File: src/rtl/rc16_pkg.sv
package rc16_pkg;

    localparam int WORD  = 16;
    localparam int NREGS = 8;
    localparam int RIDX  = $clog2(NREGS);

    typedef enum logic [3:0] {
        OP_MOV  = 4'd0,  OP_ADD  = 4'd1,  OP_SUB  = 4'd2,  OP_OR   = 4'd3,
        OP_AND  = 4'd4,  OP_MOVI = 4'd5,  OP_ADDI = 4'd6,  OP_SUBI = 4'd7,
        OP_LW   = 4'd8,  OP_SW   = 4'd9,  OP_BEZ  = 4'd10, OP_JUMP = 4'd11
    } op_e;

    typedef enum logic [2:0] {
        ALU_PASSB, ALU_ADD, ALU_SUB, ALU_OR, ALU_AND
    } alu_e;

    typedef enum logic [1:0] {
        ST_FETCH, ST_EXEC, ST_MEM, ST_WBACK
    } state_e;

    typedef struct packed {
        alu_e             aop;
        logic             imm_b;
        logic             wr;
        logic             ld;
        logic             st;
        logic             bez;
        logic             jmp;
        logic [RIDX-1:0]  rx;
        logic [RIDX-1:0]  ry;
        logic [WORD-1:0]  imm;
    } dec_t;

endpackage

File: src/rtl/rc16_decode.sv
module rc16_decode
    import rc16_pkg::*;
(
    input  logic [WORD-1:0] instr,
    output dec_t            dec
);
    op_e             op;
    logic [WORD-1:0] sx6;
    logic [WORD-1:0] sx9;

    assign op  = op_e'(instr[15:12]);
    assign sx6 = {{(WORD-6){instr[5]}}, instr[5:0]};
    assign sx9 = {{(WORD-9){instr[8]}}, instr[8:0]};

    always_comb begin
        dec     = '0;
        dec.aop = ALU_PASSB;
        dec.rx  = instr[11:9];
        dec.ry  = instr[8:6];
        unique case (op)
            OP_MOV:  dec.wr = 1'b1;
            OP_ADD:  begin dec.wr = 1'b1; dec.aop = ALU_ADD; end
            OP_SUB:  begin dec.wr = 1'b1; dec.aop = ALU_SUB; end
            OP_OR:   begin dec.wr = 1'b1; dec.aop = ALU_OR;  end
            OP_AND:  begin dec.wr = 1'b1; dec.aop = ALU_AND; end
            OP_MOVI: begin dec.wr = 1'b1; dec.imm_b = 1'b1; dec.imm = sx9; end
            OP_ADDI: begin dec.wr = 1'b1; dec.imm_b = 1'b1; dec.imm = sx9; dec.aop = ALU_ADD; end
            OP_SUBI: begin dec.wr = 1'b1; dec.imm_b = 1'b1; dec.imm = sx9; dec.aop = ALU_SUB; end
            OP_LW:   begin dec.ld  = 1'b1; dec.imm = sx6; end
            OP_SW:   begin dec.st  = 1'b1; dec.imm = sx6; end
            OP_BEZ:  begin dec.bez = 1'b1; dec.imm = sx6; end
            OP_JUMP: dec.jmp = 1'b1;
            default: dec.wr = 1'b0;
        endcase
    end
endmodule

File: src/rtl/rc16_regfile.sv
module rc16_regfile #(
    parameter int W = 16,
    parameter int N = 8,
    localparam int AW = $clog2(N)
) (
    input  logic          clk,
    input  logic          rst_n,
    input  logic          we,
    input  logic [AW-1:0] wa,
    input  logic [W-1:0]  wd,
    input  logic [AW-1:0] ra0,
    output logic [W-1:0]  rd0,
    input  logic [AW-1:0] ra1,
    output logic [W-1:0]  rd1
);
    logic [W-1:0] regs [N];

    always_ff @(posedge clk or negedge rst_n) begin
        if (!rst_n) begin
            for (int i = 0; i < N; i++) regs[i] <= '0;
        end else if (we) begin
            regs[wa] <= wd;
        end
    end

    assign rd0 = regs[ra0];
    assign rd1 = regs[ra1];
endmodule

File: src/rtl/rc16_alu.sv
module rc16_alu
    import rc16_pkg::*;
#(
    parameter int W = 16
) (
    input  alu_e         aop,
    input  logic [W-1:0] a,
    input  logic [W-1:0] b,
    output logic [W-1:0] y
);
    always_comb begin
        unique case (aop)
            ALU_ADD: y = a + b;
            ALU_SUB: y = a - b;
            ALU_OR:  y = a | b;
            ALU_AND: y = a & b;
            default: y = b;
        endcase
    end
endmodule

File: src/rtl/rc16_core.sv
module rc16_core
    import rc16_pkg::*;
#(
    parameter int W    = WORD,
    parameter int NREG = NREGS
) (
    input  logic         clk,
    input  logic         rst_n,
    output logic         imem_req,
    output logic [W-1:0] imem_addr,
    input  logic         imem_ack,
    input  logic [W-1:0] imem_rdata,
    output logic         dmem_req,
    output logic         dmem_we,
    output logic [W-1:0] dmem_addr,
    output logic [W-1:0] dmem_wdata,
    input  logic         dmem_ack,
    input  logic [W-1:0] dmem_rdata
);
    localparam int RIX = $clog2(NREG);

    state_e        state_q, state_d;
    logic [W-1:0]  pc_q, ir_q, mdr_q;
    dec_t          dec;
    logic [W-1:0]  rx_val, ry_val, alu_b, alu_y, eff_addr;
    logic [W-1:0]  pc_inc, br_tgt, jmp_tgt, pc_exec;
    logic          rf_we;
    logic [W-1:0]  rf_wd;

    rc16_decode u_dec (.instr(ir_q), .dec(dec));

    rc16_regfile #(.W(W), .N(NREG)) u_rf (
        .clk(clk), .rst_n(rst_n),
        .we(rf_we), .wa(dec.rx[RIX-1:0]), .wd(rf_wd),
        .ra0(dec.rx[RIX-1:0]), .rd0(rx_val),
        .ra1(dec.ry[RIX-1:0]), .rd1(ry_val)
    );

    assign alu_b = dec.imm_b ? dec.imm : ry_val;

    rc16_alu #(.W(W)) u_alu (.aop(dec.aop), .a(rx_val), .b(alu_b), .y(alu_y));

    assign eff_addr = ry_val + dec.imm;
    assign pc_inc   = pc_q + W'(2);
    assign br_tgt   = pc_inc + {dec.imm[W-2:0], 1'b0};
    assign jmp_tgt  = {{(W-13){1'b0}}, ir_q[11:0], 1'b0};

    always_comb begin
        if (dec.jmp)                       pc_exec = jmp_tgt;
        else if (dec.bez && rx_val == '0)  pc_exec = br_tgt;
        else                               pc_exec = pc_inc;
    end

    assign rf_we = (state_q == ST_EXEC && dec.wr) || (state_q == ST_WBACK);
    assign rf_wd = (state_q == ST_WBACK) ? mdr_q : alu_y;

    // state register
    always_ff @(posedge clk or negedge rst_n) begin
        if (!rst_n) state_q <= ST_FETCH;
        else        state_q <= state_d;
    end

    // transitions
    always_comb begin
        state_d = state_q;
        unique case (state_q)
            ST_FETCH: if (imem_ack) state_d = ST_EXEC;
            ST_EXEC:  state_d = (dec.ld || dec.st) ? ST_MEM : ST_FETCH;
            ST_MEM:   if (dmem_ack) state_d = dec.ld ? ST_WBACK : ST_FETCH;
            ST_WBACK: state_d = ST_FETCH;
            default:  state_d = ST_FETCH;
        endcase
    end

    // outputs
    always_comb begin
        imem_req   = (state_q == ST_FETCH);
        imem_addr  = pc_q;
        dmem_req   = (state_q == ST_MEM);
        dmem_we    = (state_q == ST_MEM) && dec.st;
        dmem_addr  = eff_addr;
        dmem_wdata = rx_val;
    end

    // datapath registers
    always_ff @(posedge clk or negedge rst_n) begin
        if (!rst_n) begin
            pc_q  <= '0;
            ir_q  <= '0;
            mdr_q <= '0;
        end else begin
            unique case (state_q)
                ST_FETCH: if (imem_ack) ir_q <= imem_rdata;
                ST_EXEC:  if (!(dec.ld || dec.st)) pc_q <= pc_exec;
                ST_MEM:   if (dmem_ack) begin
                              mdr_q <= dmem_rdata;
                              if (dec.st) pc_q <= pc_inc;
                          end
                ST_WBACK: pc_q <= pc_inc;
                default:  pc_q <= pc_q;
            endcase
        end
    end
endmodule

File: config.mk
export PLATFORM = sky130hd
export DESIGN_NAME = rc16_core
export DESIGN_NICKNAME = d
export VERILOG_FILES = /design/src/rtl/rc16_pkg.sv /design/src/rtl/rc16_decode.sv /design/src/rtl/rc16_regfile.sv /design/src/rtl/rc16_alu.sv /design/src/rtl/rc16_core.sv
export SDC_FILE = /design/constraint.sdc
export NUM_CORES = 1
export LEC_CHECK = 0
export BUFFER_PORTS_ARGS = -buffer_cell sky130_fd_sc_hd__buf_2
export CAP_MARGIN = 20
export CORE_MARGIN = 8
export CORE_UTILIZATION = 45
export DETAILED_ROUTE_END_ITERATION = 16
export SLEW_MARGIN = 20
export SYNTH_ARGS = -nofsm -noshare
export SYNTH_HDL_FRONTEND = slang
export SYNTH_HIERARCHICAL = 1
export SYNTH_SLANG_ARGS = --single-unit
File: constraint.sdc
create_clock -name clk -period 10.3 [get_ports clk]
set_input_delay 0.515 -clock clk [delete_from_list [all_inputs] [get_ports clk]]
set_output_delay 0.515 -clock clk [all_outputs]
set_load 0.1 [all_outputs]
Word level (Yosys, flattened, before mapping)
Index checks and enable logic that the tools add are counted.
W data, S select, Z words.

cells by class
  add/sub/neg operators = 5
  magnitude comparators = 3
  equal/unequal tests = 22
  mux-type cells = 31
  bitwise operators = 4
  reductions and logical operators = 19

operator list
  kind                     count
  $mux W16                 12
  $bwmux W128              1
  $bmux W16 S3             2
  $pmux W16 S4             1
  $add A16 B16 Y16         3
  $demux W16 S3            1
  $pmux W16 S3             1
  $pmux W16 S2             1
  $add A16 B2 Y16 const B  1
  $and A16 B16 Y16         1
  $eq A4 B3 Y1 const B     4
  $eq A4 B4 Y1 const B     4
  $logic_not A16 Y1        1
  $or A16 B16 Y16          1
  $sub A16 B16 Y16         1
  $pmux W3 S4              1
  $eq A4 B2 Y1 const B     2
  $ge A4 B4 Y1 const B     2
  $mux W2                  4
  $not A3 Y4               2
  $pmux W2 S4              1
  $reduce_or A8 Y1         1
  $eq A3 B2 Y1 const B     2
  $mux W1                  6
  other kinds (17)         28

storage, ports and cells
  register bits after elaboration = 178
  input bits = 36
  output and inout port bits = 51
  logic and storage cells = 96

Longest topological paths before layout
Gate-level depths: netlist of the first run.

  depth in word-level cells = 10
  gate-level depth with buffers = 22
  mapped depth without buffers = 20

By module
Netlist of the first run, hierarchy kept.

by module, submodules not included
  module        times used  cells each  area an instance (sq um)  sequential area each (sq um)
  rc16_regfile  1           393         7,000.5                   3,203.1
  rc16_core     1           449         4,219.0                   1,226.2
  rc16_alu      1           245         1,605.3                   0.0
  rc16_decode   1           40          300.3                     0.0

Least setup slack after synthesis of the first run
OpenSTA, ideal clock, no wires.

  path type = reg2reg
  start point = register ir_q[6]
  end point = register u_rf/regs[111] (netlist name)
  setup time = 0.125 ns
  arrival = 4.960 ns
  data required time = 10.175 ns
  path slack = 5.215 ns
  cell stages (with the launch flop) = 22
  path buffers = 3
  clock period less this slack = 5.085 ns
  cell sequence = dfrtp_1 -> buf_4 -> buf_6 -> buf_6 -> mux4_1 -> mux2_2 -> mux2_2 -> inv_1 -> ha_1 -> nand3_1 -> or4_1 -> o21ai_1 -> xor2_1 -> ha_1 -> a21o_1 -> a211o_1 -> o32ai_1 -> a21oi_1 -> xnor2_1 -> a221oi_2 -> mux2_1 -> mux2_2

between the ends
  cells in the longest elaborated chain, start to end = 9
  elaborated cells on any way between the ends = 13
  those cells by class = add/sub: 2; mux: 8; bitwise: 3

ends and longest elaborated chain
  element                                               line                            source
  start, declared                                       rc16_core.sv:23                 logic [W-1:0] pc_q, ir_q, mdr_q;
  start signal, assigned                                rc16_core.sv:93                 ST_FETCH: if (imem_ack) ir_q <= imem_rdata;
  $not A3 Y4 (implied by the code) *                    rc16_regfile.sv:27              assign rd1 = regs[ra1];
  $bmux W16 S3 *                                        rc16_regfile.sv:27
  $mux W16 (implied by the code) * (2 in series)        rc16_regfile.sv:27
  via ry_val[0]                                         rc16_core.sv:25                 logic [W-1:0] rx_val, ry_val, alu_b, alu_y, eff_addr;
  $mux W16 *                                            rc16_core.sv:39                 assign alu_b = dec.imm_b ? dec.imm : ry_val;
  via alu_b[0]                                          rc16_core.sv:25
  $sub A16 B16 Y16 or $add A16 B16 Y16 (tied branches)  rc16_alu.sv:14, rc16_alu.sv:13
  $pmux W16 S4 *                                        rc16_alu.sv:12                  unique case (aop)
  via alu_y[15]                                         rc16_core.sv:25
  $mux W16 *                                            rc16_core.sv:55                 assign rf_wd = (state_q == ST_WBACK) ? mdr_q : alu_y;
  via rf_wd[15]                                         rc16_core.sv:28                 logic [W-1:0] rf_wd;
  $bwmux W128 *                                         rc16_regfile.sv:22              regs[wa] <= wd;
  end signal, assigned by index                         rc16_regfile.sv:22
  end, declared                                         rc16_regfile.sv:16              logic [W-1:0] regs [N];

Mark *: on every way through the listed nets, which the timed path passes. The rest lies on a longest branch. The select of a mux whose other input is x is not followed.
A chain may end at the register's enable or synchronous reset.

Final worst setup path of the first run
  start point = register ir_q[6]
  end point = register u_rf/regs[63] (netlist name)

The elaborated chain is that of the path after synthesis.

==> metrics, run 1 <==
status finished, final reports clean; gpl congestion 0.923; final WL 35800 um; Critical Path AT 6370 ps; Final setup violation count 0; Starting DRT DRC Count 911; first-pass GRT wire length 56100 um; largest net degree at the start of global routing 72; asr flop ratio synth 1.00; CP startpoint kind flip-flop; Tmin final 6050 ps; WS Path Type reg -> reg; total negative slack 0 ps; Required @ worst endpoint 10620 ps; Post-synth top flop dfrtp_1; port buffer count 85; Synth Area in Compound Gates 0.116; CP endpoint kind flip-flop; Post-synth EDFFs 0; simple logic cell fraction of the synthesized area 0.0908; sequential area share after synthesis 0.337; Worst-Skew Late Latency 450 ps; Relative slew margins 0.293; die height 187 um; total number of vias 9592; Worst path slowest cell dfrtp_2; area grow syn2layout 9.60%; most frequent cells in the layout dfrtp_1 (174), mux2_2 (173), buf_2 (84); max-slew violations 0; largest family of logic cells by synthesized area multiplexers; Syn Inst Count 1127; WL/cell 22.8 um; RSZ-0062 raised after global routing false; Post-Synth Adder-Cell Area 0.0532; hpwl dp 25600 um; Post-CTS Hold Fix Bufs 0; CP top delay family multiplexers; Reg clk slew, reported paths 80 ps; Post-CTS Setup Bufs 0; Avg Cell Area, Syn 11.6 um2; NumNets Final 1262; DRC violations left 0; syn_nets 1217; worst-path cell chain mux4_1 > mux2_2 > mux2_2 > inv_1 > ha_1 > nand3_1 > or4_1 > o21ai_1 > xor2_1 > ha_1 > a21o_1 > a211o_1 > o32ai_1 > a21oi_1 > xnor2_1 > a221oi_2 > mux2_1 > mux2_2; Syn. warnings 6; grt ovf 0; DR pass1 iterations 6; ant diodes 0; Die Area 34900 um2; H-tree depth 4; period utilisation layout 0.588; clock skew 20.6 ps; Synth Cell Area 13100 um2; CTS tree yes; distinct cell type count after synthesis 90; CTS root buf clkbuf_16; Fin. Hold Viols 0; Critical Path Start ir_q[6]$_DFFE_PN0P_; Core Rows 62; area of the core 28700 um2; I/O pins 87; post_cts resized 0; Cell Count, Final, Fillers Out 1569; via/cell ratio 6.11; vias in the first global route 9449; Stages on worst setup path 18; CTS sink count 177; crit-path most repeated cell mux2_2; f_max 165 MHz; Worst R2R Start ir_q[6]$_DFFE_PN0P_; GRT Total Usage 0.202; Initial Util 0.457; CTS Buf Count 17; flops & latches, synth 177; Crit path largest cell delay 1040 ps; max_cap viols 0; crit-path max FO 34; multiplexer share of the synthesized area 0.318; Hold WC Path Type in -> async; clock buffer depth 2; Placed Instances 1537; xor/xnor share of the synthesized area 0.0413; Routed Antenna Nets 0; initial antenna violation count 1; CP Buf/Inv Count 1; layout cell share with drive strength beyond 1 0.294; Worst Max-Slew Pin Slew 1060 ps; worst r2r path cells 18; Die Wd 187 um; commonest non-fill, non-tap cell in the layout dfrtp_1
==> state kept, by name, indices dropped and copies added (netlist names) <==
| register | count |
|---|---|
| state_q | 2 |
| mdr_q | 16 |
| u_rf/regs | 128 |
| ir_q | 16 |
| imem_addr | 15 |
==> per-layer routing <==
layer | vias to the layer above | wire length (um) | global-route usage
met2 | 278 | 17100 | 0.333
met4 | 2 | 445 | 0.0446
li1 | 4402 | - | -
met3 | 31 | 1720 | 0.0336
met5 | - | 13 | 0
met1 | 4879 | 16500 | 0.277
==> synthesized netlist by cell type, types with 5 or more instances <==
| cell type | instances | area share |
|---|---|---|
| and2_1 | 13 | 0.0062 |
| o21a_1 | 12 | 0.0069 |
| a31oi_1 | 9 | 0.0043 |
| o21ai_0 | 40 | 0.015 |
| nand2b_1 | 9 | 0.0043 |
| nor3_1 | 11 | 0.0042 |
| mux4_1 | 56 | 0.11 |
| o221ai_1 | 6 | 0.0040 |
| buf_6 | 10 | 0.0086 |
| dfrtp_1 | 177 | 0.34 |
| mux4_2 | 8 | 0.014 |
| mux2_2 | 173 | 0.15 |
| a21oi_1 | 49 | 0.019 |
| a222oi_1 | 10 | 0.0076 |
| nand3_1 | 14 | 0.0053 |
| buf_1 | 8 | 0.0023 |
| a211oi_1 | 6 | 0.0034 |
| nand2_1 | 44 | 0.013 |
| ha_1 | 51 | 0.049 |
| nand4_1 | 5 | 0.0024 |
| clkbuf_1 | 24 | 0.0069 |
| xnor2_1 | 39 | 0.026 |
| a21o_1 | 15 | 0.0086 |
| o21ai_1 | 30 | 0.011 |
| mux2_1 | 48 | 0.041 |
| nor2_1 | 57 | 0.016 |
| nor2b_1 | 8 | 0.0038 |
| inv_1 | 35 | 0.010 |
| xor2_1 | 21 | 0.014 |
| o22ai_1 | 5 | 0.0024 |
| buf_4 | 19 | 0.011 |
| buf_2 | 11 | 0.0042 |
==> kinds of logic after synthesis <==
family                     count (synthesis)
muxes                                    288
AOI/OAI and AO/OA                        229
and+or+nand+nor                          208
DFF                                      177
buffers and inverters                    109
xor gates and xnor gates                  61
adders and majority gates                 54
other                                      1
==> final cells by class <==
class,instances,area (um2)
inverters,35,131
well taps,384,480
repair buffers,100,544
clock buffers,17,425
multi-input cells,841,8160
flip-flops and latches,177,4430
clock inverters,15,211
fillers,2571,14300
==> final timing paths <==
check,to,slack [ps]
hold / removal,imem_addr[4]$_DFFE_PN0P_,70
max in group asynchronous,u_rf/regs[61]$_DFFE_PN0P_,8300
setup / recovery,u_rf/regs[63]$_DFFE_PN0P_,4250
hold reg to reg,mdr_q[2]$_DFFE_PN0P_,490
setup reg to reg,u_rf/regs[63]$_DFFE_PN0P_,4250
min in group clk,ir_q[0]$_DFFE_PN0P_,280
==> stage by stage <==
| stage | setup WS, ps | util | hold WS (ps) | instance area, um2 |
|---|---|---|---|---|
| 2_1_floorplan | 5210 | - | 219 | 13100 |
| 3_3_place_gp | 4360 | 0.479 | 481 | 13700 |
| 3_5_place_dp | 4290 | 0.479 | 488 | 13700 |
| 4_1_cts | 4260 | 0.501 | 88.6 | 14400 |
| 5_1_grt | 3860 | 0.501 | 124 | 14400 |
| 6_report | 4250 | 0.501 | 66.7 | 14400 |
Power of run 1 is left out: the tool's default activity adds up to more than one toggle a clock period on the data nets, which glitch-free logic cannot reach.
==> inputs of run 2 (changes only) <==
==> constraint.sdc (replaced) <==
create_clock -name clk -period 5.56 [get_ports clk]
set_input_delay 0.278 -clock clk [delete_from_list [all_inputs] [get_ports clk]]
set_output_delay 0.278 -clock clk [all_outputs]
set_load 0.1 [all_outputs]
==> run 2 against run 1 <==
Effect of this change:
- sequential cell count unchanged
- routed wire length increased by 0.92%
- sequential share of layout area shrank 0.35 points
- utilization rose by 0.57 points
- highest routed layer is now met4
- fmax grew 14%
- clock skew down 6.1 ps
- via count increased by 1.9%
==> metrics, run 2 (synthesis gave the netlist of run 1 again) <==
CTS sink count 177 (unchanged); area of the core 28700 um2 (unchanged); CTS Buf Count 17 (unchanged); ant diodes 0 (unchanged); CTS root buf clkbuf_16 (unchanged); Routed Antenna Nets 0 (unchanged); Starting DRT DRC Count 845 (was 911); gpl congestion 0.899 (was 0.923); Reg clk slew, reported paths 70 ps (was 80 ps); period utilisation layout 0.953 (was 0.588); WL/cell 22.8 um (about the same); max reg flops 128 (unchanged); CP Capture Point u_rf/regs[46]$_DFFE_PN0P_ (was u_rf/regs[63]$_DFFE_PN0P_); die height 187 um (unchanged); largest net degree at the start of global routing 114 (was 72); Required @ worst endpoint 5880 ps (was 10620 ps); Regs by FF count u_rf/regs (128), ir_q (16), mdr_q (16) (unchanged); RSZ-0062 raised after global routing false (unchanged); filler instances 2582 (was 2571); Die Wd 187 um (unchanged); GRT Total Usage 0.205 (was 0.202); DRC violations left 0 (unchanged); crit-path max FO 14 (was 34); Die Area 34900 um2 (unchanged); Final setup violation count 0 (unchanged); initial antenna violation count 0 (was 1); total negative slack 0 ps (unchanged); most frequent cells in the layout mux2_2 (174), dfrtp_1 (174), buf_2 (84) (was dfrtp_1 (174), mux2_2 (173), buf_2 (84)); max-slew violations 0 (unchanged); first-pass GRT wire length 56400 um (was 56100 um); Fin. Hold Viols 0 (unchanged); f_max 189 MHz (was 165 MHz); total number of vias 9778 (was 9592); clock skew 14.5 ps (was 20.6 ps); Critical Path Start ir_q[6]$_DFFE_PN0P_ (unchanged); final WL 36100 um (was 35800 um); NumNets Final 1279 (was 1262); max_cap viols 0 (unchanged); worst r2r path cells 17 (was 18); vias in the first global route 9399 (was 9449); flop2flop setup slack 260 ps (was 4250 ps); status finished, final reports clean (unchanged); hpwl dp 26200 um (was 25600 um); Initial Util 0.457 (unchanged); via/cell ratio 6.17 (was 6.11); Relative slew margins 0.353 (was 0.293); Most flops, register u_rf/regs (unchanged); area grow syn2layout 10.8% (was 9.60%); port buffer count 85 (unchanged); WS Path Type reg -> reg (unchanged); CTS tree yes (unchanged); CP endpoint kind flip-flop (unchanged); Hold WC Path Type in -> reg (was in -> async); Worst Max-Slew Pin Slew 969 ps (was 1060 ps); DR pass1 iterations 8 (was 6); Core Rows 62 (unchanged); Hold Path Depth 3; Worst R2R Start ir_q[6]$_DFFE_PN0P_ (unchanged); clock buffer depth 2 (unchanged); FF-to-FF End u_rf/regs[46]$_DFFE_PN0P_ (was u_rf/regs[63]$_DFFE_PN0P_); CP startpoint kind flip-flop (unchanged); I/O pins 87 (unchanged); Worst-Skew Late Latency 450 ps (about the same); H-tree depth 4 (unchanged); Tmin final 5300 ps (was 6050 ps); layout cell share with drive strength beyond 1 0.304 (was 0.294); grt ovf 0 (unchanged); Critical Path AT 5620 ps (was 6370 ps)
==> run 2: changes by cell type in the layout (fill, tap and decap cells not counted) <==
| cell | previous run | this run |
|---|---|---|
| mux2_1 | 48 | 47 |
| buf_4 | 15 | 27 |
| clkinv_4 | 1 | 3 |
| bufinv_16 | 0 | 1 |
| buf_12 | 0 | 4 |
| mux2_2 | 173 | 174 |
| inv_6 | 2 | 4 |
| inv_12 | 4 | 0 |
| clkinv_8 | 6 | 5 |
| dlygate4sd3_1 | 0 | 1 |
==> run 2: what timing repair did <==
action,CTS,global route
endpoints found under the hold margin,64,0
hold buffers,1,0
resized for setup,0,1
endpoints found under the setup margin,0,8
setup buffers,0,2
==> run 2: critical path: stages (launching register included) <==
cell and delay [ps]:
dfrtp_2 530, buf_12 200, mux4_1 560, mux2_2 350
mux2_2 340, or4_4 590, nor2_1 140, nor2_1 70
xnor2_1 180, ha_1 410, nand4_1 260, nor2_1 170
o21ai_1 130, a31oi_1 260, xnor2_1 160, a221oi_1 90
mux2_1 430, mux2_2 310
==> run 2: worst min-delay path by stage <==
stage	endpoint	start	slack (ps)
5_1_grt	mdr_q[15]$_DFFE_PN0P_	dmem_rdata[15]	30
2_1_floorplan	imem_addr[10]$_DFFE_PN0P_	rst_n	-20
3_3_place_gp	imem_addr[3]$_DFFE_PN0P_	rst_n	300
4_1_cts	ir_q[0]$_DFFE_PN0P_	imem_rdata[0]	20
3_5_place_dp	imem_addr[3]$_DFFE_PN0P_	rst_n	300
6_report	ir_q[2]$_DFFE_PN0P_	imem_rdata[2]	40
==> run 2: cell type report <==
type / count / area [um2] / share of cell area
sequential: 177 / 4430 / 0.305
inverter: 35 / 131 / 0.00903
clock buffer: 17 / 425 / 0.0292
tap: 384 / 480 / 0.0330
multi-input combinational: 841 / 8160 / 0.561
clock inverter: 15 / 195 / 0.0134
timing repair buffer: 117 / 724 / 0.0498
==> run 2: layer usage <==
metal,vias to the layer above,track usage,share of wire
li1,4434,-,-
met4,0,0.0660,0.022
met5,-,0,0
met3,62,0.0293,0.056
met1,4941,0.274,0.44
met2,341,0.338,0.48
==> run 2: per-stage QoR <==
step	setup WS [ps]	util	std cells	hold WS [ps]	instance area, um2
after CTS	212	0.506	1584	21.4	14500
final	259	0.507	1586	40.0	14500
after global placement	229	0.484	1551	303	13900
after detailed placement	227	0.484	1551	301	13900
after floorplan	475	-	1127	-17.6	13100
after global routing	46.0	0.507	1586	28.4	14500
Power of run 2 is left out for the same reason.
==> inputs of run 3 (changes only) <==
--- a/config.mk
+++ b/config.mk
@@ -10,6 +10,7 @@
 export CORE_MARGIN = 8
 export CORE_UTILIZATION = 45
 export DETAILED_ROUTE_END_ITERATION = 16
+export RECOVER_POWER = 100
 export SLEW_MARGIN = 20
 export SYNTH_ARGS = -nofsm -noshare
 export SYNTH_HDL_FRONTEND = slang
==> run 3 against run 2 <==
Effect of this change:
- the run now ends with max-capacitance violations, max-slew violations left
- global-route usage unchanged
- sequential cell count unchanged
- critical endpoint unchanged
- register-to-register slack got worse by 20 ps
- hold slack got worse by 1.9 ps
- clock skew about the same
- utilization decreased by 0.27 points
==> metrics, run 3 (synthesis gave the netlist of run 1 again) <==
Crit path largest cell delay 590 ps (about the same); Cell Count, Final, Fillers Out 1586 (unchanged); commonest non-fill, non-tap cell in the layout dfrtp_1; RSZ-0062 raised after global routing false (unchanged); hold endpoint ir_q[0]$_DFFE_PN0P_ (was ir_q[2]$_DFFE_PN0P_); H-tree depth 4 (unchanged); vias in the first global route 9399 (unchanged); Routed Antenna Nets 0 (unchanged); port buffer count 85 (unchanged); gpl congestion 0.899 (unchanged); Reg clk slew, reported paths 70 ps (about the same); I/O pins 87 (unchanged); largest net degree at the start of global routing 114 (unchanged); first-pass GRT wire length 56400 um (unchanged); max reg flops 128 (unchanged); total number of vias 9734 (was 9778); Core Rows 62 (unchanged); Final setup violation count 0 (unchanged); Starting DRT DRC Count 825 (was 845); clock buffer depth 2 (unchanged); hpwl dp 26200 um (unchanged); CP top delay family multiplexers (unchanged); die height 187 um (unchanged); Relative slew margins -1.50 (was 0.353); Worst R2R Start ir_q[6]$_DFFE_PN0P_ (unchanged); max_cap viols 1 (was 0); CTS sink count 177 (unchanged); WL/cell 22.7 um (was 22.8 um); max-slew violations 65 (was 0); period utilisation layout 0.957 (was 0.953); post-layout util 0.504 (was 0.507); Seq. cell area 4430 um2 (about the same); Hold Path Depth 3 (unchanged); CP Buf/Inv Count 1 (unchanged); via/cell ratio 6.14 (was 6.17); CP startpoint kind flip-flop (unchanged); most frequent cells in the layout dfrtp_1 (175), mux2_2 (170), nor2_1 (57) (was mux2_2 (174), dfrtp_1 (174), buf_2 (84)); GRT Total Usage 0.205 (unchanged); Most flops, register u_rf/regs (unchanged); flop2flop setup slack 240 ps (was 260 ps); f_max 188 MHz (was 189 MHz); total negative slack 0 ps (unchanged); worst-path cell chain buf_12 > mux4_1 > mux2_2 > mux2_2 > or4_4 > nor2_1 > nor2_1 > xnor2_1 > ha_1 > nand4_1 > nor2_1 > o21ai_1 > a31oi_1 > xnor2_1 > a221oi_1 > mux2_1 > mux2_2 (unchanged); WS Path Type reg -> reg (unchanged); Required @ worst endpoint 5880 ps (about the same); crit-path max FO 14 (unchanged); layout cell share with drive strength beyond 1 0.260 (was 0.304); grt ovf 0 (unchanged); Hold WC Path Type in -> reg (unchanged); Die Wd 187 um (unchanged); NumNets Final 1279 (unchanged); Worst-Skew Late Latency 450 ps (about the same); failing checks max-capacitance violations, max-slew violations; area grow syn2layout 10.2% (was 10.8%); Critical Path AT 5640 ps (was 5620 ps); DR pass1 iterations 8 (unchanged); Initial Util 0.457 (unchanged); CP endpoint kind flip-flop (unchanged); Fin. Hold Viols 0 (unchanged); DRC violations left 0 (unchanged); Worst Max-Slew Pin Slew 3750 ps (was 969 ps); filler instances 2599 (was 2582); Regs by FF count u_rf/regs (128), ir_q (16), mdr_q (16) (unchanged); ant diodes 0 (unchanged); Worst path slowest cell or4_4 (unchanged); Die Area 34900 um2 (unchanged); CTS root buf clkbuf_16 (unchanged); worst r2r path cells 17 (unchanged); status complete, but fails checks (was finished, final reports clean); multi-input logic area 8150 um2 (was 8160 um2); DP Area 13900 um2 (unchanged); Tmin final 5320 ps (was 5300 ps); clock skew 14.7 ps (was 14.5 ps); area of the core 28700 um2 (unchanged); CTS tree yes (unchanged); FF-to-FF End u_rf/regs[46]$_DFFE_PN0P_ (unchanged); final WL 36100 um (about the same); Placed Instances 1551 (unchanged); initial antenna violation count 0 (unchanged); finished layout cell area 14500 um2 (about the same); CTS Buf Count 17 (unchanged); worst hold path startpoint imem_rdata[0] (was imem_rdata[2])
==> run 3: cell count changes in the layout (fill, tap and decap cells not counted), moves of 2 or more <==
| cell | delta |
|---|---|
| buf_2 | -47 |
| o21ai_0 | +9 |
| mux2_1 | +4 |
| o21ai_1 | -9 |
| clkbuf_2 | +2 |
| mux2_2 | -4 |
| clkbuf_1 | +47 |
==> run 3: what timing repair did <==
item | 4_1_cts | 5_1_grt
hold buffers | 1 | 0
endpoints found under the hold margin | 64 | 0
setup buffers | 0 | 2
resized for setup | 0 | 1
endpoints found under the setup margin | 0 | 8
==> run 3: routing by layer <==
| layer | routed length, um | up-vias | track usage | part of all wire |
|---|---|---|---|---|
| li1 | - | 4440 | - | - |
| met1 | 16200 | 4917 | 0.274 | 0.45 |
| met2 | 17400 | 324 | 0.338 | 0.48 |
| met3 | 1840 | 53 | 0.0293 | 0.051 |
| met4 | 716 | 0 | 0.0660 | 0.020 |
| met5 | 0 | - | 0 | 0 |
==> run 3: final cells by class <==
type                    count  area share
clock buffers              17      0.0294
clock inverters            15      0.0135
inverters                  35     0.00908
multi-input cells         841       0.563
flip-flops and latches    177       0.306
well taps                 384      0.0332
repair buffers            117      0.0454
==> run 3: through the flow <==
step	setup WS, ps	hold WS (ps)
6_report	237	38.1
5_1_grt	46.4	28.4
4_1_cts	212	21.4
3_5_place_dp	227	301
3_3_place_gp	229	303
2_1_floorplan	475	-17.6
==> run 3: worst max path at each step <==
stage | cells past startpoint | slack (ps) | to | start
2_1_floorplan | 21 | 470 | u_rf/regs[111]$_DFFE_PN0P_ | ir_q[6]$_DFFE_PN0P_
3_3_place_gp | 18 | 230 | u_rf/regs[15]$_DFFE_PN0P_ | ir_q[6]$_DFFE_PN0P_
3_5_place_dp | 18 | 230 | u_rf/regs[79]$_DFFE_PN0P_ | ir_q[6]$_DFFE_PN0P_
4_1_cts | 18 | 210 | u_rf/regs[63]$_DFFE_PN0P_ | ir_q[6]$_DFFE_PN0P_
5_1_grt | 17 | 50 | u_rf/regs[46]$_DFFE_PN0P_ | ir_q[6]$_DFFE_PN0P_
6_report | 17 | 240 | u_rf/regs[46]$_DFFE_PN0P_ | ir_q[6]$_DFFE_PN0P_
==> run 3: worst register-to-register path, stage by stage (launching register included) <==
cell      delay [ps]
dfrtp_2          530
buf_12           200
mux4_1           570
mux2_2           340
mux2_2           340
or4_4            590
nor2_1           140
nor2_1            70
xnor2_1          180
ha_1             420
nand4_1          260
nor2_1           170
o21ai_1          130
a31oi_1          270
xnor2_1          150
a221oi_1          90
mux2_1           430
mux2_2           310
Power of run 3 is left out for the same reason.
